===== config.mk =====
export PLATFORM = sky130hd
export DESIGN_NAME = rtc_alarm
export DESIGN_NICKNAME = d
export VERILOG_FILES = /design/src/rtl/rtc_pkg.sv /design/src/rtl/rtc_prescaler.sv /design/src/rtl/rtc_count_match.sv /design/src/rtl/rtc_irq_ctl.sv /design/src/rtl/rtc_alarm.sv
export SDC_FILE = /design/constraint.sdc
export NUM_CORES = 1
export LEC_CHECK = 0
export BUFFER_PORTS_ARGS = -buffer_cell sky130_fd_sc_hd__buf_2
export CAP_MARGIN = 10
export CORE_MARGIN = 1.5
export CORE_UTILIZATION = 42
export CTS_BUF_LIST = sky130_fd_sc_hd__clkbuf_16
export DETAILED_ROUTE_END_ITERATION = 8
export PLACE_DENSITY_LB_ADDON = 0.05
export SLEW_MARGIN = 25
export SYNTH_ARGS = -nofsm -noshare
export SYNTH_HDL_FRONTEND = slang
export SYNTH_HIERARCHICAL = 1
export SYNTH_SLANG_ARGS = --single-unit

===== constraint.sdc =====
create_clock -name clk_i -period 6.55 [get_ports clk_i]
set_input_delay 0.3275 -clock clk_i [delete_from_list [all_inputs] [get_ports clk_i]]
set_output_delay 0.3275 -clock clk_i [all_outputs]
set_load 0.02 [all_outputs]

===== src/rtl/rtc_pkg.sv =====
package rtc_pkg;
  localparam int unsigned AW = 12;

  localparam logic [AW-1:0] OFF_DATA  = 12'h000;
  localparam logic [AW-1:0] OFF_MATCH = 12'h004;
  localparam logic [AW-1:0] OFF_LOAD  = 12'h008;
  localparam logic [AW-1:0] OFF_CTRL  = 12'h00C;
  localparam logic [AW-1:0] OFF_MASK  = 12'h010;
  localparam logic [AW-1:0] OFF_RAW   = 12'h014;
  localparam logic [AW-1:0] OFF_MSTAT = 12'h018;
  localparam logic [AW-1:0] OFF_CLR   = 12'h01C;
  localparam logic [AW-1:0] OFF_IDBAS = 12'hFE0;

  typedef struct packed {
    logic match_we;
    logic load_we;
    logic mask_we;
    logic clr_we;
  } wr_strb_t;

  function automatic logic [7:0] id_byte(input logic [2:0] idx);
    case (idx)
      3'd0:    return 8'h31;
      3'd1:    return 8'h10;
      3'd2:    return 8'h14;
      3'd3:    return 8'h00;
      3'd4:    return 8'h0D;
      3'd5:    return 8'hF0;
      3'd6:    return 8'h05;
      default: return 8'hB1;
    endcase
  endfunction
endpackage


===== src/rtl/rtc_prescaler.sv =====
module rtc_prescaler #(
  parameter int unsigned TICK_DIV = 32768
) (
  input  logic clk_i,
  input  logic rst_ni,
  output logic tick_o
);
  localparam int unsigned CW = (TICK_DIV > 1) ? $clog2(TICK_DIV) : 1;
  localparam logic [CW-1:0] LAST = CW'(TICK_DIV - 1);

  if (TICK_DIV <= 1) begin : g_pass
    assign tick_o = 1'b1;
  end else begin : g_div
    logic [CW-1:0] cnt_q;
    always_ff @(posedge clk_i or negedge rst_ni) begin
      if (!rst_ni)             cnt_q <= '0;
      else if (cnt_q == LAST)  cnt_q <= '0;
      else                     cnt_q <= cnt_q + 1'b1;
    end
    assign tick_o = (cnt_q == LAST);

    AST_TICK_ISOLATED: assert property (@(posedge clk_i) disable iff (!rst_ni)
      tick_o |=> !tick_o);
  end
endmodule


===== src/rtl/rtc_count_match.sv =====
module rtc_count_match #(
  parameter int unsigned DW = 32
) (
  input  logic          clk_i,
  input  logic          rst_ni,
  input  logic          tick_i,
  input  logic          load_we_i,
  input  logic          match_we_i,
  input  logic [DW-1:0] wdata_i,
  output logic [DW-1:0] count_o,
  output logic [DW-1:0] match_o,
  output logic [DW-1:0] load_o,
  output logic          hit_o
);
  logic [DW-1:0] count_q, match_q, load_q;
  logic [DW-1:0] count_nxt, match_nxt;
  logic          upd;

  // load write beats a coincident tick
  always_comb begin
    count_nxt = load_we_i ? wdata_i : (tick_i ? count_q + 1'b1 : count_q);
    match_nxt = match_we_i ? wdata_i : match_q;
    upd       = tick_i | load_we_i | match_we_i;
    hit_o     = upd & (count_nxt == match_nxt);
  end

  always_ff @(posedge clk_i or negedge rst_ni) begin
    if (!rst_ni) begin
      count_q <= '0;
      match_q <= '0;
      load_q  <= '0;
    end else begin
      count_q <= count_nxt;
      match_q <= match_nxt;
      if (load_we_i) load_q <= wdata_i;
    end
  end

  assign count_o = count_q;
  assign match_o = match_q;
  assign load_o  = load_q;

  AST_COUNT_STEP: assert property (@(posedge clk_i) disable iff (!rst_ni)
    (tick_i && !load_we_i) |=> (count_q == $past(count_q) + 1'b1));
  AST_COUNT_HOLD: assert property (@(posedge clk_i) disable iff (!rst_ni)
    (!tick_i && !load_we_i) |=> $stable(count_q));
  AST_LOAD_TAKES: assert property (@(posedge clk_i) disable iff (!rst_ni)
    load_we_i |=> (count_q == $past(wdata_i) && load_q == $past(wdata_i)));
endmodule


===== src/rtl/rtc_irq_ctl.sv =====
module rtc_irq_ctl (
  input  logic clk_i,
  input  logic rst_ni,
  input  logic hit_i,
  input  logic mask_we_i,
  input  logic clr_we_i,
  input  logic wbit_i,
  output logic raw_o,
  output logic mask_o,
  output logic irq_o
);
  logic raw_q, mask_q;

  always_ff @(posedge clk_i or negedge rst_ni) begin
    if (!rst_ni) begin
      raw_q  <= 1'b0;
      mask_q <= 1'b0;
    end else begin
      if (hit_i)                    raw_q <= 1'b1;
      else if (clr_we_i && wbit_i)  raw_q <= 1'b0;
      if (mask_we_i)                mask_q <= wbit_i;
    end
  end

  assign raw_o  = raw_q;
  assign mask_o = mask_q;
  assign irq_o  = raw_q & mask_q;

  AST_HIT_SETS: assert property (@(posedge clk_i) disable iff (!rst_ni)
    hit_i |=> raw_q);
  AST_CLR_TAKES: assert property (@(posedge clk_i) disable iff (!rst_ni)
    (clr_we_i && wbit_i && !hit_i) |=> !raw_q);
  AST_RAW_HOLD: assert property (@(posedge clk_i) disable iff (!rst_ni)
    (!hit_i && !(clr_we_i && wbit_i)) |=> $stable(raw_q));
  AST_IRQ_GATED: assert property (@(posedge clk_i) disable iff (!rst_ni)
    !mask_q |-> !irq_o);
endmodule


===== src/rtl/rtc_alarm.sv =====
module rtc_alarm
  import rtc_pkg::*;
#(
  parameter int unsigned TICK_DIV = 32768,
  parameter int unsigned DW       = 32
) (
  input  logic          clk_i,
  input  logic          rst_ni,
  input  logic          psel_i,
  input  logic          penable_i,
  input  logic          pwrite_i,
  input  logic [AW-1:0] paddr_i,
  input  logic [DW-1:0] pwdata_i,
  output logic [DW-1:0] prdata_o,
  output logic          irq_o
);
  logic          wr_en, tick;
  wr_strb_t      strb;
  logic [DW-1:0] count, match, load;
  logic          hit, raw, mask;

  assign wr_en = psel_i & penable_i & pwrite_i;

  always_comb begin
    strb          = '0;
    strb.match_we = wr_en && (paddr_i == OFF_MATCH);
    strb.load_we  = wr_en && (paddr_i == OFF_LOAD);
    strb.mask_we  = wr_en && (paddr_i == OFF_MASK);
    strb.clr_we   = wr_en && (paddr_i == OFF_CLR);
  end

  rtc_prescaler #(.TICK_DIV(TICK_DIV)) i_presc (
    .clk_i (clk_i),
    .rst_ni(rst_ni),
    .tick_o(tick)
  );

  rtc_count_match #(.DW(DW)) i_cnt (
    .clk_i     (clk_i),
    .rst_ni    (rst_ni),
    .tick_i    (tick),
    .load_we_i (strb.load_we),
    .match_we_i(strb.match_we),
    .wdata_i   (pwdata_i),
    .count_o   (count),
    .match_o   (match),
    .load_o    (load),
    .hit_o     (hit)
  );

  rtc_irq_ctl i_irq (
    .clk_i    (clk_i),
    .rst_ni   (rst_ni),
    .hit_i    (hit),
    .mask_we_i(strb.mask_we),
    .clr_we_i (strb.clr_we),
    .wbit_i   (pwdata_i[0]),
    .raw_o    (raw),
    .mask_o   (mask),
    .irq_o    (irq_o)
  );

  always_comb begin
    prdata_o = '0;
    if (paddr_i >= OFF_IDBAS) begin
      prdata_o = DW'(id_byte(paddr_i[4:2]));
    end else begin
      case (paddr_i)
        OFF_DATA:  prdata_o = count;
        OFF_MATCH: prdata_o = match;
        OFF_LOAD:  prdata_o = load;
        OFF_CTRL:  prdata_o = DW'(1);
        OFF_MASK:  prdata_o = DW'(mask);
        OFF_RAW:   prdata_o = DW'(raw);
        OFF_MSTAT: prdata_o = DW'(raw & mask);
        default:   prdata_o = '0;
      endcase
    end
  end

  AST_IRQ_LOW_UNSET: assert property (@(posedge clk_i) disable iff (!rst_ni)
    !raw |-> !irq_o);
endmodule


==> qor_table.md <==
| Step | Item | Reported |
|---|---|---|
| placement | Placer congestion estimate | 0.8622 |
| final layout | Area delta synth->final | 16.94% |
| global routing | GRT overflow | 0 |
| placement | Count of input and output buffers | 81 |
| synth | Share of cell area taken by muxes after synthesis | 0.1414 |
| clocking | CTS Buf Count | 17 |
| synth | Number of synthesized flops with an enable pin | 0 |
| global routing | Maximum number of pins on one net before global-route repair | 81 |
| timing | Max frequency | 221.9 MHz |
| drt | Vias per inst | 5.420 |
| worst setup path | Crit path largest cell delay | 720 ps |
| drt | Remaining number of nets flagged by the antenna check after routing | 0 |
| global routing | Met1 demand-to-capacity share in global routing | 0.3104 |
| timing | Final Critical Period | 4506 ps |
| worst setup path | Kind of cell adding the most delay to the critical path | simple AND/OR/NAND/NOR gates |
| synth | Main combinational cell family by area after synthesis | simple AND/OR/NAND/NOR gates |
| global routing | Met2 demand-to-capacity share in global routing | 0.3523 |
| power and ir drop | Power per Cell Area | 209.4 nW/µm² |
| synth | Synthesis Warnings | 6 |
| clocking | Number of sinks handled by clock tree synthesis | 113 |
| worst setup path | Crit Path Max Fanout | 15 |
| global routing | Via count of the first global-routing pass | 5346 |
| final layout | NumNets Final | 801 |
| drt | Count of routing violations after the opening detailed-route iteration | 303 |
| die | Placeable core area | 15310 µm² |
| timing | Tcrit/Tclk final | 0.6879 |
| timing | Max-slew violation total from the final report | 0 |
| global routing | Layer with the highest usage after global routing | met2 |
| final layout | Share of layout cells above drive strength 1 | 0.2444 |
| synth | Synth Area in Simple Gates | 0.1859 |
| worst setup path | Launching element type of the critical path | flip-flop |
| timing | RSZ-0062 raised after global routing | false |
| global routing | Global-route wire length before repair | 28.72 mm |
| power and ir drop | Leakage power | 3.591 nW |
| timing | Number of failing setup endpoints in the final timing report | 0 |
| synth | Netlist area before placement | 6618 µm² |
| worst setup path | Most prevalent standard cell on the critical path | nor4_1 |
| power and ir drop | Worst ir drop on vdd | 0.1669 mV |
| drt | Number of optimization iterations in the first detailed-route pass | 5 |
| worst setup path | Slowest-stage cell, CP | and3_1 |
| clocking | CTS root buf | clkbuf_16 |
| synth | Post-synth net total | 730 |
| run | Reported max-cap violation count | 0 |
| global routing | Met3 demand-to-capacity share in global routing | 0.05281 |
| power and ir drop | Clock share of power | 0.524 |
| die | Total number of placement rows | 45 |
| synth | Async set-reset flop share out of synthesis | 1.000 |
| synth | Adder-cell area share of the yosys netlist | 0.003781 |
| clocking | Hold Buf Count CTS | 1 |
| synth | Area fraction in compound gates after synthesis | 0.1015 |
| clocking | Register clock-pin slew on the reported worst setup and hold paths | 50 ps |
| placement | Half-perimeter wire length after placement | 12.47 mm |
| global routing | Initial antenna violation count | 0 |
| synth | Share of synthesized area occupied by flip-flops and latches | 0.4273 |
| clocking | H-Tree Depth | 4 |
| power and ir drop | Seq pwr share | 0.433 |
| die | Die Outline Area | 16520 µm² |
| die | Die Span Y | 128.5 µm |
| worst setup path | Startpoint-to-endpoint class of the critical path | reg2reg |
| timing | Setup tns final | 0 ps |
| global routing | Global Route Usage Sum | 0.2277 |
| final layout | Leading cell type in the layout, fill and taps excluded | dfrtp_1 |
| clocking | Latest clock arrival within the worst-skew pair | 410 ps |
| synth | Cell count after synthesis | 679 |
| clocking | Maximum clock insertion buffer count | 2 |
| final layout | Final instance area | 7739 µm² |
| synth | Synthesis-stage register bit count | 113 |
| synth | Synth Area in XOR/XNOR | 0.09529 |
| final layout | Fill cells | 1473 |
| power and ir drop | Int Pwr | 0.001266 W |
| placement | DP Area | 7189 µm² |
| timing | Slew at the pin closest to its max-slew limit | 825.0 ps |
| worst setup path | Crit path cell chain | ha_1, nand2_1, nor3_4, and3_1, nand4_4, nor4_1, nand4_1, xnor2_1, mux2_2, xor2_1, nor4_1, and4_1, a21o_1 |
| final layout | Leading cell types in the layout, fill and taps excluded | 113 x dfrtp_1, 80 x buf_2, 78 x nand2_1 |
| worst setup path | Critical path buffer and inverter count | 0 |
| clocking | Post-cts resize count | 0 |
| drt | Residual DRC count | 0 |
| die | I/O pin cnt | 82 |
| worst setup path | Arr. time, crit path | 4850 ps |
| die | Width of the die | 128.5 µm |
| synth | Average size of a mapped cell | 9.746 µm² |
| power and ir drop | Combinational share of power | 0.044 |
| clocking | TritonCTS clock tree | built |
| timing | Final Hold Slack | 165.9 ps |
| power and ir drop | NetSw | 0.0003545 W |
| timing | Clk_skew | 8.004 ps |
| die | Initial core utilization | 0.4321 |
| drt | Detailed Route WL | 17.94 mm |
| drt | Routed wirelength normalized by instance count | 18.43 µm |
| worst setup path | Crit end category | flip-flop |
| drt | Via count of the routed design | 5274 |
| timing | Headroom to the max-slew limit | 0.4500 |
| synth | Primary FF master, synth | dfrtp_1 |
| status | Outcome | complete, no violations |
| timing | Final hold viol count | 0 |
| worst setup path | Worst Path Required | 6900 ps |
| clocking | Number of buffers added for setup after CTS | 0 |
| min path | Min-delay worst type | in2reg |
| power and ir drop | Sw Ratio | 0.2188 |
| synth | Count of distinct cell types in the synthesized netlist | 65 |
[area by class of cell]
class	count	area, µm²	area share
Clock buffer	17	425.4	0.05497
Timing Repair Buffer	88	466.7	0.06031
Sequential cell	113	2828	0.3654
Inverter	35	131.4	0.01698
Clock inverter	13	107.6	0.01390
Antenna cell	1	2.502	0.0003234
Tap cell	211	264.0	0.03411
Multi-Input combinational cell	495	3513	0.4540
[Yosys cell counts (3+ instances only)]
master      n  area, µm²
dfrtp_1   113       2828
nand2_1    78      292.8
mux2_2     48      540.5
o21ai_0    43      215.2
xor2_1     40      350.3
mux2i_1    38      380.4
nor2_1     37      138.9
inv_1      35      131.4
xnor2_1    32      280.3
o21ai_1    27      135.1
nand3_1    19      95.09
clkbuf_1   15      56.30
nand4_1    14      87.58
nor3_1     14      70.07
buf_2      11      55.05
a21oi_1     7      35.03
or3_1       7      43.79
a31oi_1     6      37.54
and4_1      6      52.55
buf_1       6      22.52
and3_1      5      31.28
nor4_1      5      31.28
nand2b_1    4      25.02
or2_2       4      25.02
a211oi_1    3      22.52
a221oi_1    3      26.28
nor4b_1     3      26.28
o221ai_1    3      26.28
o22ai_1     3      18.77
[layer usage]
metal,share of wire,vias up
met2,0.45,142
met5,0,-
met1,0.48,2567
met4,0.018,0
met3,0.047,25
li1,-,2540
[worst reg2reg max path: stages, from the launching register on]
cell and delay (ps):
dfrtp_1 370, ha_1 230, nand2_1 120, nor3_4 310
and3_1 720, nand4_4 250, nor4_1 580, nand4_1 230
xnor2_1 170, mux2_2 290, xor2_1 160, nor4_1 620
and4_1 310, a21o_1 90
[final timing paths]
check,startpoint,end,slack [ps],cells after the start
min reg2reg,i_presc/g_div.cnt_q[0],i_presc/g_div.cnt_q[0],470,1
max in group asynchronous,rst_ni,i_cnt/load_o[21],5000,3
max,i_presc/g_div.cnt_q[0],i_irq/raw_o,2040,13
min in group asynchronous,rst_ni,i_cnt/load_o[2],430,2
max reg2reg,i_presc/g_div.cnt_q[0],i_irq/raw_o,2040,13
min,pwdata_i[30],i_cnt/load_o[30],170,3
[through the flow]
stage,util,cells,setup WS [ps],power [W]
global placement,0.4694,941,1907,0.0007834
detailed placement,0.4694,941,1794,0.0007840
CTS,0.5049,972,2074,0.001640
finish,0.5053,973,2044,0.001620
global route,0.5051,972,1826,0.001683
floorplan,-,679,2904,0.0007393
[registers in the layout (all words and copies together) (netlist names)]
register             flops
i_cnt/count_o           32
i_irq/mask_o             1
i_presc/g_div.cnt_q     15
i_cnt/load_o            32
i_irq/raw_o              1
i_cnt/match_o           32
[power by group through the flow]
stage / Sequential (W) / Combinational, W / Clock [W]
after floorplan: 0.000713 / 0.0000266 / 0
after global placement: 0.000713 / 0.0000706 / 0
after detailed placement: 0.000713 / 0.0000712 / 0
after CTS: 0.000701 / 0.0000720 / 0.000868
after global routing: 0.000701 / 0.0000788 / 0.000904
final: 0.000701 / 0.0000710 / 0.000848
[cells by family after synthesis]
group,count (synthesis)
AND/OR/NAND/NOR,222
AO/OA/AOI/OAI,112
flip-flops,113
buffers and inverters,71
adder cells (fa/ha/maj),2
XOR/XNOR,72
multiplexers,87
Note: power is estimated with default switching activity, not from simulation.
